==> config.mk <==
export PLATFORM = sky130hd
export DESIGN_NAME = roi_sampler
export DESIGN_NICKNAME = d
export VERILOG_FILES = /design/src/rtl/roi_pkg.sv /design/src/rtl/roi_wptr.sv /design/src/rtl/roi_rdseq.sv /design/src/rtl/roi_sampler.sv
export SDC_FILE = /design/constraint.sdc
export NUM_CORES = 1
export LEC_CHECK = 0
export CAP_MARGIN = 20
export CORE_MARGIN = 2
export CORE_UTILIZATION = 35
export CTS_CLUSTER_SIZE = 20
export DETAILED_ROUTE_END_ITERATION = 16
export GPL_TIMING_DRIVEN = 0
export SKIP_LAST_GASP = 1
export SYNTH_ARGS = -nofsm -noshare
export SYNTH_HDL_FRONTEND = slang
export SYNTH_SLANG_ARGS = --single-unit
==> constraint.sdc <==
create_clock -name clk -period 4 [get_ports clk]
set_input_delay 0.8 -clock clk [delete_from_list [all_inputs] [get_ports clk]]
set_output_delay 0.8 -clock clk [all_outputs]
set_load 0.05 [all_outputs]
==> src/rtl/roi_pkg.sv <==
package roi_pkg;

  typedef enum logic [1:0] {
    ST_SAMPLE = 2'd0,
    ST_DELAY  = 2'd1,
    ST_DRAIN  = 2'd2,
    ST_PARKED = 2'd3
  } roi_state_e;

  // length of one joined ring
  function automatic logic [31:0] ring_cells(input logic [31:0] base, input logic [1:0] mode);
    return base << mode;
  endfunction

  // zero or oversize request reads the full ring
  function automatic logic [31:0] roi_clamp(input logic [31:0] req, input logic [31:0] ring);
    return (req == 32'd0 || req > ring) ? ring : req;
  endfunction

  // base and offset are both below ring
  function automatic logic [31:0] ring_wrap(input logic [31:0] base, input logic [31:0] off,
                                            input logic [31:0] ring);
    logic [31:0] sum;
    sum = base + off;
    return (sum >= ring) ? sum - ring : sum;
  endfunction

endpackage

==> src/rtl/roi_wptr.sv <==
module roi_wptr #(
  parameter int AW = 13
) (
  input  logic          clk,
  input  logic          rst_n,
  input  logic          adv,
  input  logic [AW-1:0] mask,
  output logic [AW-1:0] wpos
);
  always_ff @(posedge clk) begin
    if (!rst_n)   wpos <= '0;
    else if (adv) wpos <= (wpos + AW'(1)) & mask;
  end
endmodule

==> src/rtl/roi_rdseq.sv <==
module roi_rdseq
  import roi_pkg::*;
#(
  parameter int AW = 13,
  parameter int LW = AW + 1
) (
  input  logic          clk,
  input  logic          rst_n,
  input  logic          load,
  input  logic          step,
  input  logic [AW-1:0] base,
  input  logic [LW-1:0] ring,
  input  logic [LW-1:0] count,
  output logic [AW-1:0] addr,
  output logic          vld,
  output logic          first,
  output logic          last_step
);
  logic [LW-1:0] rcnt;
  logic          first_q;

  assign last_step = step && (rcnt == count - LW'(1));
  assign first     = vld && first_q;

  always_ff @(posedge clk) begin
    if (!rst_n) begin
      rcnt    <= '0;
      addr    <= '0;
      vld     <= 1'b0;
      first_q <= 1'b0;
    end else begin
      vld <= 1'b0;
      if (load) begin
        rcnt <= '0;
      end else if (step) begin
        addr    <= AW'(ring_wrap(32'(base), 32'(rcnt), 32'(ring)));
        vld     <= 1'b1;
        first_q <= (rcnt == '0);
        rcnt    <= rcnt + LW'(1);
      end
    end
  end
endmodule

==> src/rtl/roi_sampler.sv <==
module roi_sampler
  import roi_pkg::*;
#(
  parameter int CELLS = 1024,
  parameter int CHANS = 8,
  parameter int DW    = 10,
  localparam int AW   = $clog2(CELLS * CHANS),
  localparam int LW   = AW + 1,
  localparam int MW   = $clog2($clog2(CHANS) + 1)
) (
  input  logic          clk,
  input  logic          rst_n,
  input  logic          smp_en,
  input  logic          trig,
  input  logic          arm,
  input  logic [MW-1:0] casc_mode,
  input  logic [DW-1:0] trig_dly,
  input  logic [LW-1:0] roi_len,
  input  logic          rd_tick,
  output logic [AW-1:0] stop_cell,
  output logic [AW-1:0] rd_addr,
  output logic          rd_vld,
  output logic          busy
);
  roi_state_e    state;
  logic [DW-1:0] dcnt;
  logic [LW-1:0] ring_now, ring_q, roi_q;
  logic [AW-1:0] wpos;

  // named events for the checker
  logic trig_acc, stop_evt, frozen, adv, rd_step, rd_last, rd_first;

  assign ring_now = LW'(ring_cells(32'(CELLS), 2'(casc_mode)));
  assign trig_acc = (state == ST_SAMPLE) && trig;
  assign stop_evt = (state == ST_DELAY) && (dcnt == '0);
  assign frozen   = (state == ST_DRAIN) || (state == ST_PARKED);
  assign adv      = smp_en && ((state == ST_SAMPLE) || ((state == ST_DELAY) && (dcnt != '0)));
  assign rd_step  = (state == ST_DRAIN) && rd_tick;
  assign busy     = (state == ST_DELAY) || (state == ST_DRAIN) || rd_vld;

  roi_wptr #(.AW(AW)) u_wptr (
    .clk  (clk),
    .rst_n(rst_n),
    .adv  (adv),
    .mask (AW'(ring_now - LW'(1))),
    .wpos (wpos)
  );

  roi_rdseq #(.AW(AW), .LW(LW)) u_seq (
    .clk      (clk),
    .rst_n    (rst_n),
    .load     (stop_evt),
    .step     (rd_step),
    .base     (stop_cell),
    .ring     (ring_q),
    .count    (roi_q),
    .addr     (rd_addr),
    .vld      (rd_vld),
    .first    (rd_first),
    .last_step(rd_last)
  );

  always_ff @(posedge clk) begin
    if (!rst_n) begin
      state     <= ST_SAMPLE;
      dcnt      <= '0;
      stop_cell <= '0;
      ring_q    <= LW'(CELLS);
      roi_q     <= LW'(CELLS);
    end else begin
      unique case (state)
        ST_SAMPLE: if (trig_acc) begin
          state <= ST_DELAY;
          dcnt  <= trig_dly;
        end
        ST_DELAY: begin
          if (stop_evt) begin
            state     <= ST_DRAIN;
            stop_cell <= wpos;
            ring_q    <= ring_now;
            roi_q     <= LW'(roi_clamp(32'(roi_len), 32'(ring_now)));
          end else if (smp_en) begin
            dcnt <= dcnt - DW'(1);
          end
        end
        ST_DRAIN:  if (rd_last) state <= ST_PARKED;
        ST_PARKED: if (arm) state <= ST_SAMPLE;
        default:   state <= ST_SAMPLE;
      endcase
    end
  end
endmodule

# Yosys cells after proc, flatten, opt, wreduce, memory -nomap -nowiden
# Cells that the tools add are included.
# word_totals
regBits,94
output_inout_bits,28
# classes
add_sub_neg,7
magnitude_cmp,2
eq_ne,10
n_shift,1
muxes,12
n_bitwise,3
reduce_logical,20
# op_table
op,n
10-bit two-way mux,3
10-bit one-hot mux with 2 select lines,1
13-bit by 14-bit adder with 15-bit output,1
15-bit by 14-bit greater-or-equal comparator with 1-bit output,1
"14-bit by 1-bit adder with 14-bit output, second input constant",1
14-bit equality test,1
14-bit greater-than comparator,1
14-bit zero test,1
14-bit two-way mux,1
"11-bit by 2-bit left shift with 14-bit output, first input constant",1
"14-bit by 1-bit subtractor with 14-bit output, second input constant",1
"13-bit by 1-bit adder with 13-bit output, second input constant",1
13-bit AND,1
13-bit two-way mux,1
"13-bit by 1-bit subtractor with 13-bit output, second input constant",1
13-bit subtractor,1
"2-bit != test, second input constant",6
10-bit zero test,1
10-bit nonzero test,1
"10-bit by 1-bit subtractor with 10-bit output, second input constant",1
2-bit two-way mux,4
2-bit one-hot mux with 4 select lines,1
4-bit AND reduction,2
1-bit logical AND,6
9 further kinds,15

# Longest topological paths before layout
# logic_depth
depth_word,5
depth_mapped,15
ltp_nobuf,15

# Cells and area by module
# A second synthesis with hierarchy kept.
# hier_totals
cells_unflattened,733
area_unflattened_um2,5913.2
# by_module_without_submodules
module,n_inst,cells_each,area_each_um2,seq_area_each_um2
roi_rdseq,1,376,2986.6,580.6
roi_sampler,1,274,2229.6,860.8
roi_wptr,1,83,696.9,260.2

# Worst setup path before layout
# Ideal clock, no wire load.
# synth_path
kind,register to register
startpoint,register stop_cell[0]
endpoint,register u_seq.addr[12]
setup_ps,115
arrival_time_ps,3952
t_required_ps,3885
slack_ps,-67
stages_incl_launch_ff,16
path_buffers,0
path_cell_list,dfxtp_1 ha_1 fa_1 a211o_1 a21o_1 a211o_1 a31oi_1 xnor2_1 ha_1 o21a_1 o21ai_0 nand2b_1 a221oi_1 o211ai_1 a32oi_1 a21bo_2
# synth_between
elab_chain_len,3
# synth_rtl
item,line,source
"start, declared",roi_sampler.sv:20,"output logic [AW-1:0] stop_cell,"
"start signal, assigned",roi_sampler.sv:79,stop_cell <= wpos;
13-bit by 14-bit adder with 15-bit output (*),roi_pkg.sv:24,sum = base + off;
13-bit subtractor / 15-bit by 14-bit greater-or-equal comparator with 1-bit output (equally long branches),roi_pkg.sv:25,return (sum >= ring) ? sum - ring : sum;
13-bit two-way mux (*),roi_pkg.sv:25,
"end signal, assigned",roi_rdseq.sv:36,"addr <= AW'(ring_wrap(32'(base), 32'(rcnt), 32'(ring)));"
"end, declared",roi_rdseq.sv:14,"output logic [AW-1:0] addr,"
# Every way passes the cells marked *; elsewhere a longest branch is shown, timed or not.
# A chain may end at the register's enable or synchronous reset.

# Final worst setup path
# layout_path
startpoint,register u_seq.rcnt[0]
endpoint,register u_seq.addr[11]
# layout_between
elab_chain_len,3
# layout_rtl
item,line,source
"start, declared",roi_rdseq.sv:19,logic [LW-1:0] rcnt;
"start signal, assigned",roi_rdseq.sv:39,rcnt <= rcnt + LW'(1);
13-bit by 14-bit adder with 15-bit output (*),roi_pkg.sv:24,
13-bit subtractor / 15-bit by 14-bit greater-or-equal comparator with 1-bit output (equally long branches),roi_pkg.sv:25,
13-bit two-way mux (*),roi_pkg.sv:25,
# Marks and branches as above.

==> results.toml <==
[setup_path]
cp-start-kind = "flip-flop"
arrival_ns = 4.12
reg2reg_depth = 16
cp_slowest_stage_delay_ns = 0.40
r2r_end = "u_seq.addr[11]$_SDFFE_PN0P_"
endpoint_kind = "flip-flop"
crit_family = "compound AO/OA/AOI/OAI gates"
r2r_slack_ns = 0.12
crit_required_ns = 4.24
reg2reg_from = "u_seq.rcnt[0]$_SDFFE_PP0P_"
crit_buf_inv = 1
cp_max_fo = 4
cp_slowest_cell = "fa_2"
worstPathCellList = "ha_4 -> fa_2 -> a211o_1 -> a21o_1 -> a211o_1 -> a31oi_4 -> xnor2_2 -> ha_1 -> o21a_1 -> o21ai_2 -> nand2b_1 -> a221oi_2 -> o211ai_1 -> buf_4 -> mux2i_1 -> a21oi_1"
path_common_cell = "a211o_1"
crit_type = "flip-flop to flip-flop"

[timing]
holdWs_ns = 0.456
rsz0062_at_grt = "yes"
finalSetupViolations = 0
maxSlewHeadroom_pct = 47.0
fmax_ghz = 0.258
worst_pin_slew_ns = 0.783
setup_slack_ns = 0.118
fin_worst_skew_ns = 0.00946
slew_viol_final = 0
post-route-min-period_ns = 3.88
hold_viol = 0
min_period_over_period_pct = 97.0

[die]
coreArea_um2 = 13200
placementRows = 42
die_h_um = 120
ios = 60
die-area_um2 = 14500
initial_utilization_pct = 35.9
die_w_um = 120

[placed_design]
placed_cell_area_um2 = 5560
dpl.hpwl_um = 10000
io_buffers = 59
dp_slack_ns = -0.261
routabilityCongestion = 0.878

[global_routing]
grt_pass1_vias = 4222
overflow = 0
grt_usage_pct = 18.5
grt_start_max_net_pins = 18
grt_pass1_wl_um = 21200
antenna_found_initial = 0

[finish]
fill_cells = 1357
mostFrequentLayoutCells = "dfxtp_1 (82), nand2_1 (73), nor2_1 (66), clkdlybuf4s50_1 (59), a21oi_1 (49)"
antennaDiodeCount = 0
design_area_um2 = 5980
drive_above_1_share_pct = 6.29
area_growth_pct = 26.0
multi_input_area_um2 = 2970
fin_nets = 725
final_common_cell = "dfxtp_1"
seq_area_um2 = 1690

[clock_tree]
cts_tree = "done"
cts_sinks = 84
root_buffer = "clkbuf_16"
cts_buffers = 9
htree_num_levels = 3
clock_path_buffers = 2
clkLatencyLatePin_ns = 0.36
cts_hold_buf = 0
path_clk_slew_ns = 0.07

[synthesis]
syn-num-nets = 649
syn_inst = 587
yosysWarnings = 0
synth_area_um2 = 4750
synth_cell_type_count = 55
syn_area_per_cell_um2 = 8.09
synth_ff_type = "dfxtp_1"
synth-edff-count = 0
seq_area_frac_synth_pct = 35.4
ys_ff_latch = 84
async_reset_ff_share_pct = 0

[worst_hold_path]
hold-path-endpoint = "u_seq.addr[9]$_SDFFE_PN0P_"
min_from = "u_seq.addr[9]$_SDFFE_PN0P_"
hp-class = "flip-flop to flip-flop"
hold_depth = 2

[power]
clockPowerShare_pct = 30.3
leakage_nw = 2.34
powerDensity_nw_per_um2 = 494
power.switching_mw = 1.10
internal-power_mw = 1.86
peakVddDrop_uv = 236
swShare_pct = 37.1
pwr-share-seq_pct = 35.0
power_frac_comb_pct = 34.7

[routing]
drtIter0Drc = 271
wl_um = 13100
firstDrtPassIters = 5
vias = 4478
highest_layer = "met4"
met2_wirelength_um = 6260
drc = 0
vias_per_cell = 5.31
drt-met1-wl_um = 6090
route.met3.wl_um = 453
detail-route-antenna-nets = 0
route.detailed.wl_per_inst_um = 15.5

[run]
maxCapViolations = 0

[status]
status = "finished clean"
## final cells by class
class                           instances  area share, %
Clock inverter                          7           1.46
Timing Repair Buffer                   65           10.6
Sequential cell                        84           28.2
Inverter                               19           1.19
Multi-Input combinational cell        461           49.6
Clock buffer                            9           3.76
Buffer                                 23           1.44
Tap cell                              176           3.68
## worst min-delay path, delay by kind of cell, from the launching register on
kind            cells  cell delay (ns)
compound gates      1             0.05
simple gates        1             0.05
flops               1             0.31
## logic make-up (layout without fill, tap and decap cells)
logic type      Yosys count  count (layout)  share of synthesized area (%)
simple gates            231             231                           22.9
xor+xnor                 47              47                           8.67
buf+inv                  42             123                           3.32
fa+ha+maj                31              31                           8.27
mux                       6               6                           1.26
compound gates          146             146                           20.2
flops                    84              84                           35.4
## synthesized netlist by cell type, drive strengths merged (3+ instances only)
cell / n / area share [%]
a211o: 5 / 0.92
a211oi: 7 / 1.1
a21o: 10 / 1.6
a21oi: 49 / 5.2
a22o: 10 / 1.9
a31oi: 9 / 1.2
and2: 5 / 0.66
and3: 10 / 1.3
clkbuf: 23 / 1.8
dfxtp: 84 / 35
ha: 29 / 7.6
inv: 19 / 1.5
mux2i: 6 / 1.3
nand2: 73 / 5.8
nand2b: 7 / 0.92
nand3: 15 / 1.6
nand4: 9 / 1.2
nor2: 66 / 5.2
nor2b: 3 / 0.40
nor3: 17 / 1.9
nor3b: 3 / 0.47
nor4: 8 / 1.1
o211ai: 4 / 0.63
o21a: 8 / 1.3
o21ai: 21 / 2.2
o21bai: 3 / 0.47
o22ai: 3 / 0.40
or3: 5 / 0.66
or4: 3 / 0.55
xnor2: 20 / 3.7
xor2: 27 / 5.0
## power groups by stage
stage	registers, mW	logic (mW)	clock network [mW]
6_report	1.03	1.02	0.895
3_5_place_dp	1.05	0.996	0
2_1_floorplan	1.05	0.732	0
4_1_cts	1.03	1.00	0.912
5_1_grt	1.05	1.15	0.944
3_3_place_gp	1.05	0.979	0
## worst max path at each step
stage | start | endpoint | depth (start not counted)
floorplan | stop_cell[0]$_SDFFE_PN0P_ | u_seq.addr[12]$_SDFFE_PN0P_ | 15
global placement | u_seq.rcnt[0]$_SDFFE_PP0P_ | u_seq.addr[12]$_SDFFE_PN0P_ | 15
detailed placement | u_seq.rcnt[0]$_SDFFE_PP0P_ | u_seq.addr[10]$_SDFFE_PN0P_ | 15
CTS | u_seq.rcnt[0]$_SDFFE_PP0P_ | u_seq.addr[10]$_SDFFE_PN0P_ | 15
global route | stop_cell[0]$_SDFFE_PN0P_ | u_seq.addr[11]$_SDFFE_PN0P_ | 16
finish | u_seq.rcnt[0]$_SDFFE_PP0P_ | u_seq.addr[11]$_SDFFE_PN0P_ | 16
## what timing repair did
item / CTS / global route
buffers inserted: 0 / 6
gates resized for setup: 5 / 9
setup endpoints to repair: 3 / 3
pin swaps: 3 / 14
cloned: 0 / 0
## flip-flops by register name (all words and copies together) (netlist names)
name,cells
u_seq.rcnt,14
dcnt,10
stop_cell,13
roi_q,14
u_seq.vld,1
ring_q,4
u_seq.addr,13
state,2
u_wptr.wpos,13
## per-stage QoR
step	power [mW]	cells	TNS, ns	utilization [%]
after floorplan	1.78	587	0	-
after global placement	2.03	822	-0.583	42.0
after detailed placement	2.05	822	-0.610	42.0
after CTS	2.94	838	0	44.5
after global routing	3.15	844	-0.212	45.2
final	2.95	844	0	45.2
## layer usage
layer  GRT usage (%)  vias up
li1                -     2250
met1            24.6     2132
met2            30.3       79
met3            2.64       17
met4            7.41        0
met5               0        -
No activity file was read; power rests on OpenSTA's default activity.
